===== src/rtl/fft8_pkg.sv =====
package fft8_pkg;
  localparam int NPT   = 8;
  localparam int LAT   = 6;
  localparam int CFRAC = 8;
  // 0.70703 = 2^-1 + 2^-2 - 2^-4 + 2^-6 + 2^-8, bit i weights 2^-i
  localparam logic [CFRAC:0] CSD_POS = 9'b101000110;
  localparam logic [CFRAC:0] CSD_NEG = 9'b000010000;

  typedef enum logic [1:0] {ROT_PASS, ROT_W1, ROT_MJ, ROT_W3} rot_e;

  function automatic int bitrev3(input int k);
    return ((k & 1) << 2) | (k & 2) | ((k >> 2) & 1);
  endfunction
endpackage


===== src/rtl/fft8_csd_scale.sv =====
module fft8_csd_scale #(
  parameter int W = 17,
  parameter int FRAC = 8,
  parameter logic [FRAC:0] POS_MASK = 9'b101000110,
  parameter logic [FRAC:0] NEG_MASK = 9'b000010000
) (
  input  logic signed [W:0]   v_i,
  output logic signed [W-1:0] p_o
);
  localparam int PW = W + FRAC + 2;
  localparam logic signed [PW-1:0] RND = PW'(1) <<< (FRAC - 1);

  logic signed [PW-1:0] v_ext;
  logic signed [PW-1:0] acc;

  assign v_ext = PW'(v_i);

  always_comb begin
    acc = RND;
    for (int i = 1; i <= FRAC; i++) begin
      if (POS_MASK[i]) acc = acc + (v_ext <<< (FRAC - i));
      if (NEG_MASK[i]) acc = acc - (v_ext <<< (FRAC - i));
    end
  end

  assign p_o = W'(acc >>> FRAC);
endmodule


===== src/rtl/fft8_rot.sv =====
module fft8_rot
  import fft8_pkg::*;
#(
  parameter int W = 17,
  parameter rot_e ROT = ROT_PASS,
  parameter int FRAC = 8,
  parameter logic [FRAC:0] POS_MASK = 9'b101000110,
  parameter logic [FRAC:0] NEG_MASK = 9'b000010000
) (
  input  logic signed [W-1:0] a_re_i,
  input  logic signed [W-1:0] a_im_i,
  output logic signed [W-1:0] z_re_o,
  output logic signed [W-1:0] z_im_o
);
  generate
    if (ROT == ROT_PASS) begin : g_pass
      assign z_re_o = a_re_i;
      assign z_im_o = a_im_i;
    end else if (ROT == ROT_MJ) begin : g_mj
      assign z_re_o = a_im_i;
      assign z_im_o = -a_re_i;
    end else begin : g_diag
      logic signed [W:0]   sum_w, dif_w;
      logic signed [W-1:0] cs, cd;
      assign sum_w = (W+1)'(a_re_i) + (W+1)'(a_im_i);
      assign dif_w = (W+1)'(a_im_i) - (W+1)'(a_re_i);
      fft8_csd_scale #(.W(W), .FRAC(FRAC), .POS_MASK(POS_MASK), .NEG_MASK(NEG_MASK))
        i_sum (.v_i(sum_w), .p_o(cs));
      fft8_csd_scale #(.W(W), .FRAC(FRAC), .POS_MASK(POS_MASK), .NEG_MASK(NEG_MASK))
        i_dif (.v_i(dif_w), .p_o(cd));
      if (ROT == ROT_W1) begin : g_w1
        assign z_re_o = cs;
        assign z_im_o = cd;
      end else begin : g_w3
        assign z_re_o = cd;
        assign z_im_o = -cs;
      end
    end
  endgenerate
endmodule


===== src/rtl/fft8_bfly.sv =====
module fft8_bfly #(
  parameter int IN_W  = 16,
  parameter int OUT_W = 17
) (
  input  logic signed [IN_W-1:0]  a_re_i,
  input  logic signed [IN_W-1:0]  a_im_i,
  input  logic signed [IN_W-1:0]  b_re_i,
  input  logic signed [IN_W-1:0]  b_im_i,
  output logic signed [OUT_W-1:0] s_re_o,
  output logic signed [OUT_W-1:0] s_im_o,
  output logic signed [OUT_W-1:0] d_re_o,
  output logic signed [OUT_W-1:0] d_im_o
);
  function automatic logic signed [OUT_W-1:0] half(input logic signed [IN_W:0] t);
    logic signed [IN_W:0] h;
    h = t >>> 1;
    return OUT_W'(h);
  endfunction

  assign s_re_o = half((IN_W+1)'(a_re_i) + (IN_W+1)'(b_re_i));
  assign s_im_o = half((IN_W+1)'(a_im_i) + (IN_W+1)'(b_im_i));
  assign d_re_o = half((IN_W+1)'(a_re_i) - (IN_W+1)'(b_re_i));
  assign d_im_o = half((IN_W+1)'(a_im_i) - (IN_W+1)'(b_im_i));
endmodule


===== src/rtl/fft8_csd.sv =====
module fft8_csd
  import fft8_pkg::*;
#(
  parameter int DW = 16,
  parameter int FRAC = CFRAC,
  parameter logic [FRAC:0] POS_MASK = CSD_POS,
  parameter logic [FRAC:0] NEG_MASK = CSD_NEG
) (
  input  logic              clk_i,
  input  logic              rst_ni,
  input  logic              valid_i,
  input  logic [NPT*DW-1:0] x_re_i,
  input  logic [NPT*DW-1:0] x_im_i,
  output logic              valid_o,
  output logic [NPT*DW-1:0] y_re_o,
  output logic [NPT*DW-1:0] y_im_o
);
  localparam int IW = DW + 1;
  localparam int H  = NPT / 2;
  localparam logic signed [IW-1:0] HI = IW'((2 ** (DW - 1)) - 1);
  localparam logic signed [IW-1:0] LO = -HI - IW'(1);

  function automatic logic signed [DW-1:0] sat(input logic signed [IW-1:0] v);
    if (v > HI) return DW'(HI);
    if (v < LO) return DW'(LO);
    return DW'(v);
  endfunction

  logic [LAT-1:0] vld_q;
  logic signed [DW-1:0] x_re_q [NPT], x_im_q [NPT];
  logic signed [IW-1:0] bf1_re [NPT], bf1_im [NPT], s2_re [NPT], s2_im [NPT];
  logic signed [IW-1:0] rt1_re [NPT], rt1_im [NPT], s3_re [NPT], s3_im [NPT];
  logic signed [IW-1:0] bf2_re [NPT], bf2_im [NPT], s4_re [NPT], s4_im [NPT];
  logic signed [IW-1:0] rt2_re [NPT], rt2_im [NPT], s5_re [NPT], s5_im [NPT];
  logic signed [IW-1:0] bf3_re [NPT], bf3_im [NPT];
  logic signed [DW-1:0] y_re_q [NPT], y_im_q [NPT];

  // stage 1: span-4 butterflies
  for (genvar n = 0; n < H; n++) begin : g_st1
    fft8_bfly #(.IN_W(DW), .OUT_W(IW)) i_bf (
      .a_re_i(x_re_q[n]), .a_im_i(x_im_q[n]),
      .b_re_i(x_re_q[n+H]), .b_im_i(x_im_q[n+H]),
      .s_re_o(bf1_re[n]), .s_im_o(bf1_im[n]),
      .d_re_o(bf1_re[n+H]), .d_im_o(bf1_im[n+H]));
  end

  // rotation 1: W8^n on the difference half
  for (genvar n = 0; n < NPT; n++) begin : g_rt1
    if (n < H) begin : g_thru
      assign rt1_re[n] = s2_re[n];
      assign rt1_im[n] = s2_im[n];
    end else begin : g_tw
      fft8_rot #(.W(IW), .ROT(rot_e'(n - H)), .FRAC(FRAC),
                 .POS_MASK(POS_MASK), .NEG_MASK(NEG_MASK)) i_rot (
        .a_re_i(s2_re[n]), .a_im_i(s2_im[n]),
        .z_re_o(rt1_re[n]), .z_im_o(rt1_im[n]));
    end
  end

  // stage 2: span-2 butterflies inside each half
  for (genvar g = 0; g < 2; g++) begin : g_st2
    for (genvar m = 0; m < 2; m++) begin : g_m
      fft8_bfly #(.IN_W(IW), .OUT_W(IW)) i_bf (
        .a_re_i(s3_re[4*g+m]), .a_im_i(s3_im[4*g+m]),
        .b_re_i(s3_re[4*g+m+2]), .b_im_i(s3_im[4*g+m+2]),
        .s_re_o(bf2_re[4*g+m]), .s_im_o(bf2_im[4*g+m]),
        .d_re_o(bf2_re[4*g+m+2]), .d_im_o(bf2_im[4*g+m+2]));
    end
  end

  // rotation 2: -j on the odd difference of each half
  for (genvar n = 0; n < NPT; n++) begin : g_rt2
    if ((n % 4) == 3) begin : g_mj
      fft8_rot #(.W(IW), .ROT(ROT_MJ), .FRAC(FRAC),
                 .POS_MASK(POS_MASK), .NEG_MASK(NEG_MASK)) i_rot (
        .a_re_i(s4_re[n]), .a_im_i(s4_im[n]),
        .z_re_o(rt2_re[n]), .z_im_o(rt2_im[n]));
    end else begin : g_thru
      assign rt2_re[n] = s4_re[n];
      assign rt2_im[n] = s4_im[n];
    end
  end

  // stage 3: adjacent pairs
  for (genvar p = 0; p < H; p++) begin : g_st3
    fft8_bfly #(.IN_W(IW), .OUT_W(IW)) i_bf (
      .a_re_i(s5_re[2*p]), .a_im_i(s5_im[2*p]),
      .b_re_i(s5_re[2*p+1]), .b_im_i(s5_im[2*p+1]),
      .s_re_o(bf3_re[2*p]), .s_im_o(bf3_im[2*p]),
      .d_re_o(bf3_re[2*p+1]), .d_im_o(bf3_im[2*p+1]));
  end

  always_ff @(posedge clk_i or negedge rst_ni) begin
    if (!rst_ni) begin
      vld_q <= '0;
      for (int n = 0; n < NPT; n++) begin
        x_re_q[n] <= '0; x_im_q[n] <= '0;
        s2_re[n]  <= '0; s2_im[n]  <= '0;
        s3_re[n]  <= '0; s3_im[n]  <= '0;
        s4_re[n]  <= '0; s4_im[n]  <= '0;
        s5_re[n]  <= '0; s5_im[n]  <= '0;
        y_re_q[n] <= '0; y_im_q[n] <= '0;
      end
    end else begin
      vld_q <= {vld_q[LAT-2:0], valid_i};
      for (int n = 0; n < NPT; n++) begin
        x_re_q[n] <= x_re_i[n*DW +: DW];
        x_im_q[n] <= x_im_i[n*DW +: DW];
        s2_re[n]  <= bf1_re[n]; s2_im[n] <= bf1_im[n];
        s3_re[n]  <= rt1_re[n]; s3_im[n] <= rt1_im[n];
        s4_re[n]  <= bf2_re[n]; s4_im[n] <= bf2_im[n];
        s5_re[n]  <= rt2_re[n]; s5_im[n] <= rt2_im[n];
        // natural order by wiring
        y_re_q[n] <= sat(bf3_re[bitrev3(n)]);
        y_im_q[n] <= sat(bf3_im[bitrev3(n)]);
      end
    end
  end

  assign valid_o = vld_q[LAT-1];
  for (genvar k = 0; k < NPT; k++) begin : g_out
    assign y_re_o[k*DW +: DW] = y_re_q[k];
    assign y_im_o[k*DW +: DW] = y_im_q[k];
  end

  // ---------------- assertions ----------------
  localparam int CW = DW + 5;
  localparam int SH = $clog2(NPT);
  localparam logic signed [CW-1:0] ETOL = CW'(2 * NPT);

  logic [2:0] warm_q;
  logic signed [CW-1:0] dc_in, ny_in, dc_err, ny_err;
  logic signed [CW-1:0] dc_h [LAT], ny_h [LAT];

  always_comb begin
    dc_in = '0;
    ny_in = '0;
    for (int n = 0; n < NPT; n++) begin
      dc_in = dc_in + CW'(signed'(x_re_i[n*DW +: DW]));
      if (n % 2 == 0) ny_in = ny_in + CW'(signed'(x_re_i[n*DW +: DW]));
      else            ny_in = ny_in - CW'(signed'(x_re_i[n*DW +: DW]));
    end
  end

  always_ff @(posedge clk_i or negedge rst_ni) begin
    if (!rst_ni) begin
      warm_q <= '0;
      for (int i = 0; i < LAT; i++) begin dc_h[i] <= '0; ny_h[i] <= '0; end
    end else begin
      if (warm_q < 3'(LAT)) warm_q <= warm_q + 3'd1;
      dc_h[0] <= dc_in;
      ny_h[0] <= ny_in;
      for (int i = 1; i < LAT; i++) begin dc_h[i] <= dc_h[i-1]; ny_h[i] <= ny_h[i-1]; end
    end
  end

  assign dc_err = (CW'(signed'(y_re_o[0 +: DW])) <<< SH) - dc_h[LAT-1];
  assign ny_err = (CW'(signed'(y_re_o[4*DW +: DW])) <<< SH) - ny_h[LAT-1];

  assert_quiet_after_reset_R1: assert property (@(posedge clk_i) disable iff (!rst_ni)
    (warm_q < 3'(LAT)) |-> !valid_o);
  assert_valid_latency_R2: assert property (@(posedge clk_i) disable iff (!rst_ni)
    (warm_q == 3'(LAT)) |-> (valid_o == $past(valid_i, 6)));
  assert_dc_bin_R5: assert property (@(posedge clk_i) disable iff (!rst_ni)
    valid_o |-> ((dc_err >= -ETOL) && (dc_err <= ETOL)));
  assert_nyquist_bin_R6: assert property (@(posedge clk_i) disable iff (!rst_ni)
    valid_o |-> ((ny_err >= -ETOL) && (ny_err <= ETOL)));
endmodule


===== config.mk =====
export PLATFORM = sky130hd
export DESIGN_NAME = fft8_csd
export DESIGN_NICKNAME = d
export VERILOG_FILES = /design/src/rtl/fft8_pkg.sv /design/src/rtl/fft8_csd_scale.sv /design/src/rtl/fft8_rot.sv /design/src/rtl/fft8_bfly.sv /design/src/rtl/fft8_csd.sv
export SDC_FILE = /design/constraint.sdc
export NUM_CORES = 2
export LEC_CHECK = 0
export BUFFER_PORTS_ARGS = -buffer_cell sky130_fd_sc_hd__buf_2
export CORE_MARGIN = 1.5
export CORE_UTILIZATION = 50
export DETAILED_ROUTE_END_ITERATION = 12
export PLACE_DENSITY = 0.67
export SLEW_MARGIN = 10
export SYNTH_ARGS = -nofsm -noshare
export SYNTH_HDL_FRONTEND = slang
export SYNTH_SLANG_ARGS = --single-unit

===== constraint.sdc =====
create_clock -name clk_i -period 9.56 [get_ports clk_i]
set_clock_uncertainty 0.1 [all_clocks]
set_input_delay 0.478 -clock clk_i [delete_from_list [all_inputs] [get_ports clk_i]]
set_output_delay 0.478 -clock clk_i [all_outputs]
set_load 0.02 [all_outputs]

After elaboration in Yosys (flattened, before gate mapping)
Cells that the tools add are included.
{ "word_totals": {"output_inout_bits": 257, "ff_bits": 1579, "in_bits": 259, "word_cells": 317} }
{ "op_classes": {"n_lt_le_gt_ge": 32, "addsub": 76, "mux": 112} }
{ "ops": {"columns": ["op", "n"], "rows": [
  ["$mux W16", 64],
  ["$gt A17 B16 Y1 const B", 16],
  ["$lt A17 B16 Y1 const B", 16],
  ["$add A16 B16 Y17", 15],
  ["$sub A16 B16 Y17", 15],
  ["$add A17 B17 Y18", 10],
  ["$sub A17 B17 Y18", 10],
  ["$add A25 B17 Y25", 4],
  ["$add A25 B19 Y25", 4],
  ["$add A25 B23 Y25", 4],
  ["$add A9 B24 Y25 const A", 4],
  ["$sub A25 B21 Y25", 4],
  ["$neg A17 Y17", 3],
  ["$mux W1", 48],
  ["$add A16 B17 Y18", 1],
  ["$sub A16 B17 Y18", 1],
  ["$neg A16 Y17", 1]
]} }

Logic depth before layout (Yosys ltp)
{ "depth": {"word_depth": 7, "ltp_mapped": 29, "depth_no_buf": 29} }

Hierarchy
Synthesis repeated with hierarchy kept, for this count alone.
{ "unflattened": {"hier_cells": 9920, "hier_area_um2": 100202.4} }
{ "by_module_without_submodules": {"columns": ["module", "cells_per_inst", "seq_area_each_um2", "instances", "area_per_inst_um2"], "rows": [
  ["fft8_csd", 2160, 40188.5, 1, 43387.9],
  ["fft8_bfly (g_st3[0].i_bf ...)", 488, 0.0, 4, 3429.5],
  ["fft8_bfly (g_st2[0].g_m[0].i_bf ...)", 497, 0.0, 3, 3438.3],
  ["fft8_csd_scale (g_rt1[5].g_tw.i_rot.g_diag.i_dif ...)", 278, 0.0, 3, 2553.7],
  ["fft8_bfly (g_st1[0].i_bf ...)", 471, 0.0, 2, 3379.5],
  ["fft8_bfly (g_st2[1].g_m[1].i_bf)", 483, 0.0, 1, 3412.0],
  ["fft8_bfly (g_st1[3].i_bf)", 508, 0.0, 1, 3384.5],
  ["fft8_bfly (g_st1[2].i_bf)", 468, 0.0, 1, 3337.0],
  ["fft8_csd_scale (g_rt1[7].g_tw.i_rot.g_diag.i_sum)", 323, 0.0, 1, 2753.9],
  ["fft8_rot (g_rt1[7].g_tw.i_rot)", 287, 0.0, 1, 2089.5],
  ["fft8_rot (g_rt1[5].g_tw.i_rot)", 258, 0.0, 1, 1853.0],
  ["fft8_rot (g_rt1[6].g_tw.i_rot ...)", 60, 0.0, 2, 421.7],
  ["fft8_rot (g_rt2[7].g_mj.i_rot)", 60, 0.0, 1, 432.9],
  ["fft8_rot (g_rt1[4].g_tw.i_rot)", 34, 0.0, 1, 255.2]
]} }

Least setup slack after synthesis
No wires, ideal clock.
{ "synth_timing": {"path_type": "register to register", "from": "reg s2_im[0] (netlist name)", "to": "reg s3_re[16] (netlist name)", "path_stages_with_launch": 30, "arrival_ps": 6454, "setup_ps": 80, "period_less_slack_ps": 6634, "setup_slack_ps": 2926, "n_path_buf": 0, "required_time_ps": 9380, "cell_sequence": "dfrtp_1 -> inv_1 -> ha_1 -> inv_1 -> fa_1 -> a21o_1 -> a21oi_1 -> o21bai_1 -> a21oi_1 -> nor2b_1 -> o21a_1 -> o31ai_1 -> a21oi_1 -> a41o_1 -> nor3_1 -> ha_1 -> inv_1 -> fa_1 -> inv_1 -> fa_1 -> ha_1 -> and3_1 -> a221o_1 -> nand2_1 -> nand3_1 -> o311ai_0 -> a21oi_1 -> or4_1 -> a31oi_1 -> xnor2_1"} }
{ "synth_between": {"elab_chain_len": 6} }
{ "synth_lines": {"columns": ["item", "line_no", "source"], "rows": [
  ["start: declaration", "fft8_csd.sv:31", "logic signed [IW-1:0] bf1_re [NPT], bf1_im [NPT], s2_re [NPT], s2_im [NPT];"],
  ["start signal: indexed assignment", "fft8_csd.sv:109", "s2_re[n] <= bf1_re[n]; s2_im[n] <= bf1_im[n];"],
  ["$sub A16 B16 Y17 *", "fft8_rot.sv:26", "assign dif_w = (W+1)'(a_im_i) - (W+1)'(a_re_i);"],
  ["$add A9 B24 Y25", "fft8_csd_scale.sv:21", "if (POS_MASK[i]) acc = acc + (v_ext <<< (FRAC - i));"],
  ["$add A25 B23 Y25", "fft8_csd_scale.sv:21", null],
  ["$sub A25 B21 Y25", "fft8_csd_scale.sv:22", "if (NEG_MASK[i]) acc = acc - (v_ext <<< (FRAC - i));"],
  ["$add A25 B19 Y25", "fft8_csd_scale.sv:21", null],
  ["$add A25 B17 Y25 *", "fft8_csd_scale.sv:21", null],
  ["via g_rt1[7].g_tw.i_rot.g_diag.i_dif.acc[24]", "fft8_csd_scale.sv:14", "logic signed [PW-1:0] acc;"],
  ["end signal: indexed assignment", "fft8_csd.sv:110", "s3_re[n] <= rt1_re[n]; s3_im[n] <= rt1_im[n];"],
  ["end: declaration", "fft8_csd.sv:32", "logic signed [IW-1:0] rt1_re [NPT], rt1_im [NPT], s3_re [NPT], s3_im [NPT];"]
]} }
The timed path passes the listed nets; every way through them passes the cells marked *.

Worst setup path after layout
{ "layout_timing": {"from": "reg s2_im[2] (netlist name)", "to": "reg s3_im[16] (netlist name)"} }
{ "layout_between": {"elab_chain_len": 7} }
{ "layout_lines": {"columns": ["item", "line_no", "source"], "rows": [
  ["$add A16 B16 Y17 *", "fft8_rot.sv:25", "assign sum_w = (W+1)'(a_re_i) + (W+1)'(a_im_i);"],
  ["$add A9 B24 Y25", "fft8_csd_scale.sv:21", null],
  ["$add A25 B23 Y25", "fft8_csd_scale.sv:21", null],
  ["$sub A25 B21 Y25", "fft8_csd_scale.sv:22", null],
  ["$add A25 B19 Y25", "fft8_csd_scale.sv:21", null],
  ["$add A25 B17 Y25 *", "fft8_csd_scale.sv:21", null],
  ["$neg A17 Y17 *", "fft8_rot.sv:36", "assign z_im_o = -cs;"],
  ["via g_rt1[7].g_tw.i_rot.z_im_o[16]", "fft8_rot.sv:13", "output logic signed [W-1:0] z_im_o"],
  ["end signal: indexed assignment", "fft8_csd.sv:110", null],
  ["end: declaration", "fft8_csd.sv:32", null]
]} }
Marked as above.

==> run metrics <==
Fill cells 14800; worst hold path type primary input to flip-flop; PortBufs 515; weighted congestion at the end of routability-driven global placement 0.932; data arrival time of the critical path 8130 ps; count of final setup violators 0; type of origin of the critical path flip-flop; Post-DP HPWL 184 mm; total number of yosys warnings 0; Clock Root Buffer clkbuf_16; die width 424 µm; via/cell ratio 5.31; initial antenna violation count 22; prevailing post-synth register cell dfrtp_1; proportion of layout cells with a drive suffix above 1 9.62%; TritonCTS clock tree built; global route overflow 0; First DRT Iteration DRCs 3605; Post-synth EDFFs 0; Yosys reg bits 1560; Post-Syn Nets 10000; sum of negative setup slack 0 ps; # DRC 0; Cell variety after synth 95; Initial Utilization 50.3%; Area Growth Syn to Fin 15.0%; slew at the pin closest to its max-slew limit 1220 ps; total number of placement rows 154; top-level I/O count 516; type of element capturing the critical path flip-flop; post-CTS setup-driven buffer insertion count 0; final hold vios 0; outcome complete, no violations; cts bufs inserted 163; part of the Yosys area used for sequential elements 44.0%; antenna viol nets, final 0; Post-Route WL 234 mm; Gates resized, CTS repair 0; Nets 10800; floorplan die height 424 µm; proportion of synthesized flip-flops having asynchronous set or reset 100%; cell family contributing the most delay on the critical path compound AO/OA/AOI/OAI gates; maximum clock insertion buffer count 3; netlist area before placement 0.0887 mm²; Clock Pin Slew Worst Setup and Hold Paths 60 ps; cell with the largest stage delay on the worst path a2111oi_0; final critical-path required period 7550 ps; combined global-route utilization of all metal layers 26.0%; die outline area 0.180 mm²; Final Cycle Share 79.0%; Yosys top cell by area dfrtp_1; setup slack of the most critical reg-to-reg path 2010 ps; Clk Latency, worst-skew pair 830 ps; worst path required time 10140 ps; first-pass GRT wire length 360 mm; f_max 132 MHz; Avg Synthesized Cell Area 10.4 µm²; maximum capacitance violations 0; pin count of the biggest net entering global routing 191; vias after detailed routing 62500; cell types with the highest counts after synthesis 1560 x dfrtp_1, 1208 x inv_1, 1014 x ha_1; Std-Cell Core Area 0.176 mm²; RSZ-0062 raised after global routing no; Crit Path Max Fanout 10; Max Slew Vio Count 0; routed length per instance 19.9 µm; synthesized instance count 8538; H-tree levels 4; Bufs and invs on worst path 3; CTS sink count 1560; classification of the worst setup path flip-flop to flip-flop; vias in the first global route 62900; relative slew slack 18.1%; detailed-router iteration count before antenna repair 8; stage delay of the slowest cell on the critical path 700 ps; cell with the most instances after synthesis dfrtp_1; share of the synthesized area in the top cell type 44.0%; synth top area cells dfrtp_1 44%, ha_1 14%, xnor2_1 5.5%
timing repair:
item                                    in CTS  in global routing
endpoints found under the setup margin       0                  0
hold buffers                               258                  0
endpoints found under the hold margin      391                  0
layout by cell type, fill, tap and decap left out, types with 74 or more instances in the layout:
cell,instances
xnor2_1,559
o21ai_0,359
dfrtp_1,1560
buf_2,514
inv_1,1208
a21oi_1,619
nand3_1,74
nor2b_1,121
xor2_1,183
ha_1,1014
dlygate4sd3_1,258
nor2_1,521
nor3_1,238
nand2_1,270
or3_1,91
a21o_1,84
clkbuf_16,165
fa_1,229
o21bai_1,134
nand2b_1,120
metal layers:
metal | wire length (µm) | share of wire [%] | vias up | GRT usage, %
li1 | - | - | 29900 | -
met1 | 100000 | 43 | 30700 | 33.5
met2 | 114000 | 49 | 1510 | 44.2
met3 | 8730 | 3.7 | 380 | 2.84
met4 | 11000 | 4.7 | 0 | 11.5
met5 | 0 | 0 | - | 0
worst register-to-register path: stages (launching register included):
cell and delay (ps):
dfrtp_1 380, ha_1 400, inv_1 60, a21oi_1 200
o21bai_1 100, a21oi_1 250, o21ba_2 180, o21ai_0 160
a2111oi_0 700, nor2_1 210, xnor2_1 370, ha_1 320
fa_1 540, inv_1 50, fa_1 470, inv_1 40
ha_1 400, a211oi_1 260, o21ai_0 190, a221oi_1 350
nand2_1 250, a21oi_1 160, o21ai_0 170, nor3b_2 420
a31oi_1 150, or3b_1 400, xnor2_1 130
registers in the layout (all words and copies together) (netlist names), 64 cells and up:
| name | cells |
|---|---|
| y_re_o | 128 |
| x_re_q | 128 |
| rt2_im | 99 |
| s3_re | 130 |
| rt1_re | 64 |
| s5_re | 130 |
| s2_re | 64 |
| y_im_o | 128 |
| s5_im | 133 |
| rt1_im | 64 |
| s2_im | 64 |
| x_im_q | 128 |
| rt2_re | 97 |
| s3_im | 131 |
final timing paths:
check / from / end / cells past startpoint
min: x_im_i[110] / x_im_q[30]$_DFF_PN0_ / 2
max reg2reg: s2_im[2]$_DFF_PN0_ / s3_im[16]$_DFF_PN0_ / 26
max: s2_im[2]$_DFF_PN0_ / s3_im[16]$_DFF_PN0_ / 26
max in group asynchronous: rst_ni / rt2_re[120]$_DFF_PN0_ / 4
min reg2reg: rt1_re[122]$_DFF_PN0_ / s3_re[122]$_DFF_PN0_ / 0
min in group asynchronous: rst_ni / y_im_o[28]$_DFF_PN0_ / 2
layout make-up:
cell class	count	area (µm²)	area share [%]
clock inverters	84	1210	1.19
multi-input cells	5572	44300	43.5
flip-flops and latches	1560	39000	38.3
clock buffers	209	4520	4.44
repair buffers	791	5400	5.29
well taps	2340	2930	2.87
inverters	1209	4540	4.45
diodes	13	32.5	0.0319
stage by stage:
step,hold WS [ps],instance area (µm²),std cells,utilization [%],setup slack (ps)
2_1_floorplan,82.4,88700,8538,-,2930
3_3_place_gp,232,93600,11200,53.2,2140
3_5_place_dp,235,93600,11200,53.2,2090
4_1_cts,100,102000,11800,57.9,2060
5_1_grt,156,102000,11800,57.9,1420
6_report,184,102000,11800,57.9,2010
cells by family after synthesis:
| kind of cell | share of synthesized area (%) |
|---|---|
| compound gates | 12.9 |
| simple gates | 10.1 |
| flops | 44.0 |
| buf+inv | 5.98 |
| fa+ha+maj | 19.6 |
| xor+xnor | 7.33 |
| mux | 0.0748 |
Power is left out: the tool's default activity adds up to more than one toggle a clock period on the data nets, which glitch-free logic cannot reach.
